[src/rtl/irqc_pkg.sv]
package irqc_pkg;
  localparam int NSRC   = 5;
  localparam int NFLAG  = 6;
  localparam int IDX_W  = $clog2(NSRC);
  localparam int VEC_W  = 16;
  localparam int REG_W  = 8;
  localparam int GLB_BIT = 7;
  localparam logic [VEC_W-1:0] VEC_BASE = 16'h0003;
  localparam int VEC_STEP = 8;

  typedef enum logic [IDX_W-1:0] {
    SRC_EXT0 = 3'd0,
    SRC_TMR0 = 3'd1,
    SRC_EXT1 = 3'd2,
    SRC_TMR1 = 3'd3,
    SRC_SER  = 3'd4
  } src_e;

  function automatic logic [VEC_W-1:0] vec_of(input logic [IDX_W-1:0] idx);
    return VEC_BASE + VEC_W'(idx) * VEC_W'(VEC_STEP);
  endfunction
endpackage

[src/rtl/irqc_flags.sv]
module irqc_flags #(
  parameter int NF = 6
) (
  input  logic          clk,
  input  logic          rst_n,
  input  logic [NF-1:0] hw_set,
  input  logic          sw_wr,
  input  logic [NF-1:0] sw_data,
  input  logic [NF-1:0] vec_clr,
  output logic [NF-1:0] flag_q
);
  for (genvar g = 0; g < NF; g++) begin : g_bit
    always_ff @(posedge clk) begin
      if (!rst_n)           flag_q[g] <= 1'b0;
      else if (hw_set[g])   flag_q[g] <= 1'b1;
      else if (sw_wr)       flag_q[g] <= sw_data[g];
      else if (vec_clr[g])  flag_q[g] <= 1'b0;
    end
  end
endmodule

[src/rtl/irqc_pick.sv]
module irqc_pick
  import irqc_pkg::*;
#(
  parameter int N = NSRC
) (
  input  logic [N-1:0]     req,
  output logic             hit,
  output logic [IDX_W-1:0] idx
);
  always_comb begin
    hit = 1'b0;
    idx = '0;
    for (int i = N - 1; i >= 0; i--) begin
      if (req[i]) begin
        hit = 1'b1;
        idx = IDX_W'(i);
      end
    end
  end
endmodule

[src/rtl/irqc_svc.sv]
module irqc_svc (
  input  logic       clk,
  input  logic       rst_n,
  input  logic       grant,
  input  logic       grant_hi,
  input  logic       reti,
  output logic [1:0] svc_q
);
  logic [1:0] svc_nxt;

  always_comb begin
    svc_nxt = svc_q;
    if (reti) begin
      if (svc_q[1]) svc_nxt[1] = 1'b0;
      else          svc_nxt[0] = 1'b0;
    end
    if (grant) svc_nxt[grant_hi] = 1'b1;
  end

  always_ff @(posedge clk) begin
    if (!rst_n) svc_q <= 2'b00;
    else        svc_q <= svc_nxt;
  end
endmodule

[src/rtl/prio_irq_ctrl.sv]
module prio_irq_ctrl
  import irqc_pkg::*;
(
  input  logic             clk,
  input  logic             rst_n,
  input  logic             en_wr,
  input  logic [REG_W-1:0] en_wdata,
  input  logic             lvl_wr,
  input  logic [REG_W-1:0] lvl_wdata,
  input  logic [1:0]       ext_edge,
  input  logic [1:0]       ext_set,
  input  logic [1:0]       tmr_set,
  input  logic             rx_set,
  input  logic             tx_set,
  input  logic             flag_wr,
  input  logic [NFLAG-1:0] flag_wdata,
  input  logic             reti,
  output logic             vec_ack,
  output logic [VEC_W-1:0] vec_addr,
  output logic [NFLAG-1:0] flag_q
);
  logic [NSRC-1:0]  en_src_q;
  logic             en_glb;
  logic [NSRC-1:0]  pr_q;
  logic [NFLAG-1:0] hw_set;
  logic [NFLAG-1:0] vec_clr;
  logic [NSRC-1:0]  src_req;
  logic [NSRC-1:0]  act;
  logic [1:0][NSRC-1:0]  lvl_req;
  logic [1:0]            lvl_hit;
  logic [1:0][IDX_W-1:0] lvl_idx;
  logic [1:0]       svc_q;
  logic             take_hi;
  logic             take_lo;
  logic             grant;
  logic [IDX_W-1:0] gidx;
  logic             ack_q;
  logic [VEC_W-1:0] vec_q;
  logic             unused_wbits;

  assign unused_wbits = ^{en_wdata[6:5], lvl_wdata[7:5]};

  // enable and level registers
  always_ff @(posedge clk) begin
    if (!rst_n) begin
      en_src_q <= '0;
      en_glb   <= 1'b0;
      pr_q     <= '0;
    end else begin
      if (en_wr) begin
        en_src_q <= en_wdata[NSRC-1:0];
        en_glb   <= en_wdata[GLB_BIT];
      end
      if (lvl_wr) pr_q <= lvl_wdata[NSRC-1:0];
    end
  end

  assign hw_set = {tx_set, rx_set, tmr_set[1], ext_set[1], tmr_set[0], ext_set[0]};

  irqc_flags #(.NF(NFLAG)) u_flags (
    .clk     (clk),
    .rst_n   (rst_n),
    .hw_set  (hw_set),
    .sw_wr   (flag_wr),
    .sw_data (flag_wdata),
    .vec_clr (vec_clr),
    .flag_q  (flag_q)
  );

  // serial request is the OR of receive and transmit
  assign src_req = {flag_q[4] | flag_q[5], flag_q[3:0]};
  assign act     = src_req & en_src_q & {NSRC{en_glb}};
  assign lvl_req[1] = act & pr_q;
  assign lvl_req[0] = act & ~pr_q;

  for (genvar g = 0; g < 2; g++) begin : g_lvl
    irqc_pick #(.N(NSRC)) u_pick (
      .req (lvl_req[g]),
      .hit (lvl_hit[g]),
      .idx (lvl_idx[g])
    );
  end

  // nesting rule: high needs no high open; low needs both idle
  assign take_hi = lvl_hit[1] && !svc_q[1];
  assign take_lo = !lvl_hit[1] && lvl_hit[0] && (svc_q == 2'b00);
  assign grant   = (take_hi || take_lo) && !ack_q;
  assign gidx    = take_hi ? lvl_idx[1] : lvl_idx[0];

  always_comb begin
    vec_clr = '0;
    if (grant) begin
      unique case (gidx)
        SRC_EXT0: vec_clr[0] = ext_edge[0];
        SRC_TMR0: vec_clr[1] = 1'b1;
        SRC_EXT1: vec_clr[2] = ext_edge[1];
        SRC_TMR1: vec_clr[3] = 1'b1;
        default:  vec_clr    = '0;
      endcase
    end
  end

  irqc_svc u_svc (
    .clk      (clk),
    .rst_n    (rst_n),
    .grant    (grant),
    .grant_hi (take_hi),
    .reti     (reti),
    .svc_q    (svc_q)
  );

  always_ff @(posedge clk) begin
    if (!rst_n) begin
      ack_q <= 1'b0;
      vec_q <= '0;
    end else begin
      ack_q <= grant;
      if (grant) vec_q <= vec_of(gidx);
    end
  end

  assign vec_ack  = ack_q;
  assign vec_addr = vec_q;
endmodule

[config.mk]
export PLATFORM = sky130hd
export DESIGN_NAME = prio_irq_ctrl
export DESIGN_NICKNAME = d
export VERILOG_FILES = /design/src/rtl/irqc_pkg.sv /design/src/rtl/irqc_flags.sv /design/src/rtl/irqc_pick.sv /design/src/rtl/irqc_svc.sv /design/src/rtl/prio_irq_ctrl.sv
export SDC_FILE = /design/constraint.sdc
export NUM_CORES = 1
export LEC_CHECK = 0
export ABC_CLOCK_PERIOD_IN_PS = 2900
export BUFFER_PORTS_ARGS = -buffer_cell sky130_fd_sc_hd__buf_2
export CAP_MARGIN = 30
export CORE_MARGIN = 2
export CORE_UTILIZATION = 25
export DETAILED_ROUTE_END_ITERATION = 7
export GPL_TIMING_DRIVEN = 0
export HOLD_SLACK_MARGIN = 0.02
export PLACE_DENSITY = 0.49
export SYNTH_ARGS = -nofsm -noshare
export SYNTH_HDL_FRONTEND = slang
export SYNTH_SLANG_ARGS = --single-unit
[constraint.sdc]
create_clock -name clk -period 2.9 [get_ports clk]
set_input_delay 0.435 -clock clk [delete_from_list [all_inputs] [get_ports clk]]
set_output_delay 0.435 -clock clk [all_outputs]
set_load 0.02 [all_outputs]
Yosys cells after proc, flatten, opt, wreduce, memory -nomap -nowiden:

Cells that the tools add are included.

* $lt $le $gt $ge: 2
* add/sub/neg operators: 1
* equality and inequality tests: 3
* reduce and logical (&&, ||, !) cells: 17
* bitwise gates (word level): 7
* mux-type cells: 49

Operators with widths (count)
* $mux 1: 34
* $mux 3: 11
* $and 5x5->5: 4
* $reduce_bool 3->1: 6
* $add 2x6->7 const A: 1
* $eq 3x2->1 const B: 2
* $logic_and 1x1->1: 5
* $not 5->5: 1
* $mux 2: 2
* $mux 4: 1
* $eq 3x1->1 const B: 1
* $logic_not 1->1: 3
* $logic_not 3->1: 1
* $logic_not 2->1: 1
* $lt 1x2->1 const B: 1
* $or 2x2->2: 1
* $demux 1 s1: 1
* $ge 1x1->1 const B: 1
* $logic_or 1x1->1: 1
* $or 1x1->1: 1

* register bits: 36
* output and inout bits: 23
* input bits: 36
* word-level logic and storage cells: 91

Logic depth before layout (Yosys ltp):

* depth in word-level cells: 18
* mapped depth: 6
* gate-level depth less buffers: 5

By module:

Synthesis repeated with hierarchy kept, for this count alone.

* cell total of the unflattened synthesis: 155
* area total of the unflattened synthesis: 1358.8 um^2

Modules (own cells, without submodules)
* prio_irq_ctrl: area each 918.4 um^2, sequential area each 320.3 um^2, cells an instance 105, instances 1
* irqc_flags: area each 259.0 um^2, sequential area each 120.1 um^2, cells an instance 25, instances 1
* irqc_pick: area each 48.8 um^2, sequential area each 0.0 um^2, cells an instance 8, instances 2
* irqc_svc: area each 83.8 um^2, sequential area each 40.0 um^2, cells an instance 9, instances 1

Worst setup path before layout:

Ideal clock, no wire load.

* path kind: register to register
* from: register u_flags.flag_q[3]
* to: register u_flags.flag_q[0]
* data arrival time: 1623 ps
* library setup time: 137 ps
* period minus slack after synthesis: 1760 ps
* required time: 2763 ps
* path buffers: 0
* slack: 1140 ps
* stages on the path, launching flop included: 6
* cell sequence: dfxtp_1 -> nand4_1 -> and4_4 -> a211o_1 -> a221oi_2 -> a41oi_1

* longest elaborated chain between the ends: 14
* elaborated cells between the ends (all ways): 31
* classes of those cells: mux: 19; bitwise: 4; reduce/logical: 8

Ends and longest elaborated chain
* from (decl): RTL line irqc_flags.sv:10 `output logic [NF-1:0] flag_q`
* from (signal, indexed assignment): RTL line irqc_flags.sv:16 `else if (sw_wr) flag_q[g] <= sw_data[g];`
* $and 5x5->5 (*) (2 in a row): RTL line prio_irq_ctrl.sv:72 `assign act = src_req & en_src_q & {NSRC{en_glb}};`
* branches (longest 10 deep; another with $and 5x5->5)
* $mux 4 (*): RTL line prio_irq_ctrl.sv:92 `if (grant) begin`
* $reduce_bool 3->1 (no line) (*)

Mark *: on every way between the ends.
A chain may end at the register's enable or synchronous reset.

Worst setup path after layout:

* from: register pr_q[3]
* to: register u_flags.flag_q[0]

* longest elaborated chain between the ends: 12
* elaborated cells between the ends (all ways): 30
* classes of those cells: mux: 19; bitwise: 3; reduce/logical: 8

Ends and longest elaborated chain
* from (decl): RTL line prio_irq_ctrl.sv:24 `logic [NSRC-1:0] pr_q;`
* from (signal assigned): RTL line prio_irq_ctrl.sv:54 `if (lvl_wr) pr_q <= lvl_wdata[NSRC-1:0];`
* branches (longest 10 deep; another with $and 5x5->5)
* $mux 4 (*): RTL line prio_irq_ctrl.sv:92
* $reduce_bool 3->1 (no line) (*)

Marked as above.

==> reports/metrics.cfg <==
[worst_setup_path]
end_kind=register
worstSetupEndpoint=u_flags.flag_q[0]
worstPathCellList=nand4_1 > and4_4 > a211o_1 > a221oi_2 > a41oi_1
cp_slowest_cell=dfxtp_1
crit_family=compound AO/OA/AOI/OAI gates
reg2regPathDepth=5
critPathLaunch=pr_q[3]
worst-path-buf-inv=0
worstReg2RegStart=pr_q[3]
worstSetupStartpointType=register
max_stage_delay_ns=0.43
rrSetupSlack_ns=1.05
critPathKind=reg -> reg
worstPathArrival_ns=2.00
r2r-end=u_flags.flag_q[0]
critPathMaxFanout=6
cp.depth=5
cp_data_required_time_ns=3.04

[synthesis]
synth_most_common_cell=dfxtp_1
syn_area_per_cell_sq_um=8.783
seq_area_frac_synth=0.3647
synth.distinct_cells=40
ys.flop_type=dfxtp_1
synth_top_cell_by_area=dfxtp_1
netlist_instances=150
yosys_warnings=0
synth_top_area_frac=0.3647
synth_edf_count=0
synth_common_cells=dfxtp_1, nor2_1, buf_4, mux2i_1, a21oi_1
syn_area_sq_mm=0.001318
async_flop_share=0
synth.area.top_cells=dfxtp_1, mux2i_1, buf_4, nor2_1, a21oi_1
synth-seq-cells=24

[global_routing]
antenna_found_initial=0
globalRouteOverflowTotal=0
grt_pass1_vias=1124
grt_pass1_wl_um=5361
grt_usage=0.1129
grt_max_degree=15

[clocking]
cts_tree=done
ctsResizeCount=0
clock_latency_ns=0.27
numCtsBuffers=3
cts_hold_buf=0
clk_pin_slew_ns=0.09
clock-sinks=24
cts-root-buf=clkbuf_8
cts_setup_buffers=0
clockBufferDepth=2
htreeDepth=1

[floorplanning]
rows=26
die_area_sq_mm=0.005867
core_area_sq_mm=0.005107
die_w_um=76.60
io_pins=59
initial_utilization=0.2580
die_y_um=76.60

[final_layout]
design_area_sq_mm=0.001714
drive_gt1_frac=0.3137
seq_area_sq_um=480.5
fillers=592
fin_nets=241
multi_input_area_sq_um=735.7
final_core_util=0.3356
area_growth_pct=30.10
n_antenna_cell=0

[placed_design]
portBuffers=40
place_hpwl_um=2623
post_dp_cell_area_sq_mm=0.001643
gp_congestion=0.7825

[drt]
ant_nets=0
wirelength_um=3198
drc=0
vias_per_cell=4.544
route.vias.total=1245
first_iter_violations=46
first_pass_iters=4
wl_per_cell_um=11.67

[sta]
timing_hold_violations_final=0
period_needed_ns=1.854
setup_tns_ns=0
fmax_ghz=0.5395
min_period_over_period=0.6391
fin_worst_skew_ns=0.002837
rsz0062_at_grt=no
setup_viol=0
slew_viol_final=0

[worst_hold_path]
hold_depth=2
hp-class=in -> reg

[job]
drv_cap=0

[run_status]
status=complete, no violations

[pwr]
leakagePower_uw=0.0007962
fin_total_pwr_uw=793.8
cellPowerDensity_mw_per_mm2=463.1
ir_drop_v=0.0002125

-- layout make-up --
type / instances / area share
Sequential cell: 24 / 0.2803
Tap cell: 70 / 0.05110
Inverter: 5 / 0.01095
Clock buffer: 3 / 0.02409
Multi-Input combinational cell: 112 / 0.4292
Buffer: 19 / 0.07007
Clock inverter: 1 / 0.01752
Timing Repair Buffer: 40 / 0.1168
-- worst register-to-register path: cells and delay by family (launching register included) --
kind	cells	cell delay, ns
compound gates	3	0.82
flops	1	0.43
simple gates	2	0.48
-- sequential cells by signal, summed over array words and instances, names as in the netlist --
| signal | count |
|---|---|
| u_flags.flag_q | 6 |
| en_src_q | 5 |
| pr_q | 5 |
| vec_addr | 4 |
| u_svc.svc_q | 2 |
| en_glb | 1 |
| vec_ack | 1 |
-- per-layer routing --
layer | GRT usage | wire (um) | share of wire
met5 | 0 | 0 | 0
met4 | 0.02727 | 23 | 0.0072
met3 | 0.02962 | 140 | 0.044
met2 | 0.1885 | 1499 | 0.47
met1 | 0.1450 | 1535 | 0.48
-- cell usage in the layout, fill, tap and decap left out, types with 3 or more instances in the layout --
cell type	Yosys	layout
a211oi_1	4	4
a21oi_1	9	9
and4_1	3	3
buf_2	0	40
buf_4	13	13
clkbuf_1	6	6
clkbuf_8	0	3
conb_1	1	11
dfxtp_1	24	24
inv_1	5	5
mux2i_1	11	11
nand2_1	6	6
nand3_1	3	3
nand4_1	5	5
nor2_1	19	19
nor3_1	4	4
o211ai_1	3	3
o21ai_0	4	4
-- stage by stage --
step	hold WS, ns	instances	setup WS, ns
after floorplan	0.4540	160	1.140
after global placement	0.4577	270	1.036
after detailed placement	0.4626	270	1.048
after CTS	0.3586	274	1.030
after global routing	0.3624	274	0.9062
final	0.3610	274	1.047
-- kinds of logic (layout without fill, tap and decap cells) --
group                  after synthesis  after routing  synth area share
and+or+nand+nor                     50             50            0.2089
AOI/OAI and AO/OA                   40             40            0.2346
muxes                               11             11           0.08357
other                                1             11          0.002846
DFF                                 24             24            0.3647
buffers and inverters               24             68            0.1054
-- how the worst min path moves through the flow --
stage / slack [ns] / from / end
finish: 0.36 / ext_edge[0] / u_flags.flag_q[0]
global route: 0.36 / ext_edge[0] / u_flags.flag_q[0]
CTS: 0.36 / ext_edge[0] / u_flags.flag_q[0]
detailed placement: 0.46 / vec_addr[5] / vec_addr[5]
global placement: 0.46 / vec_addr[5] / vec_addr[5]
floorplan: 0.45 / u_svc.svc_q[0] / u_svc.svc_q[0]
-- where the power goes --
group	internal (uW)	total, uW	switching, uW
sequential	349	371	21.7
combinational	58.9	130	71.1
clock	185	293	109
(Power assumes the default switching activity.)
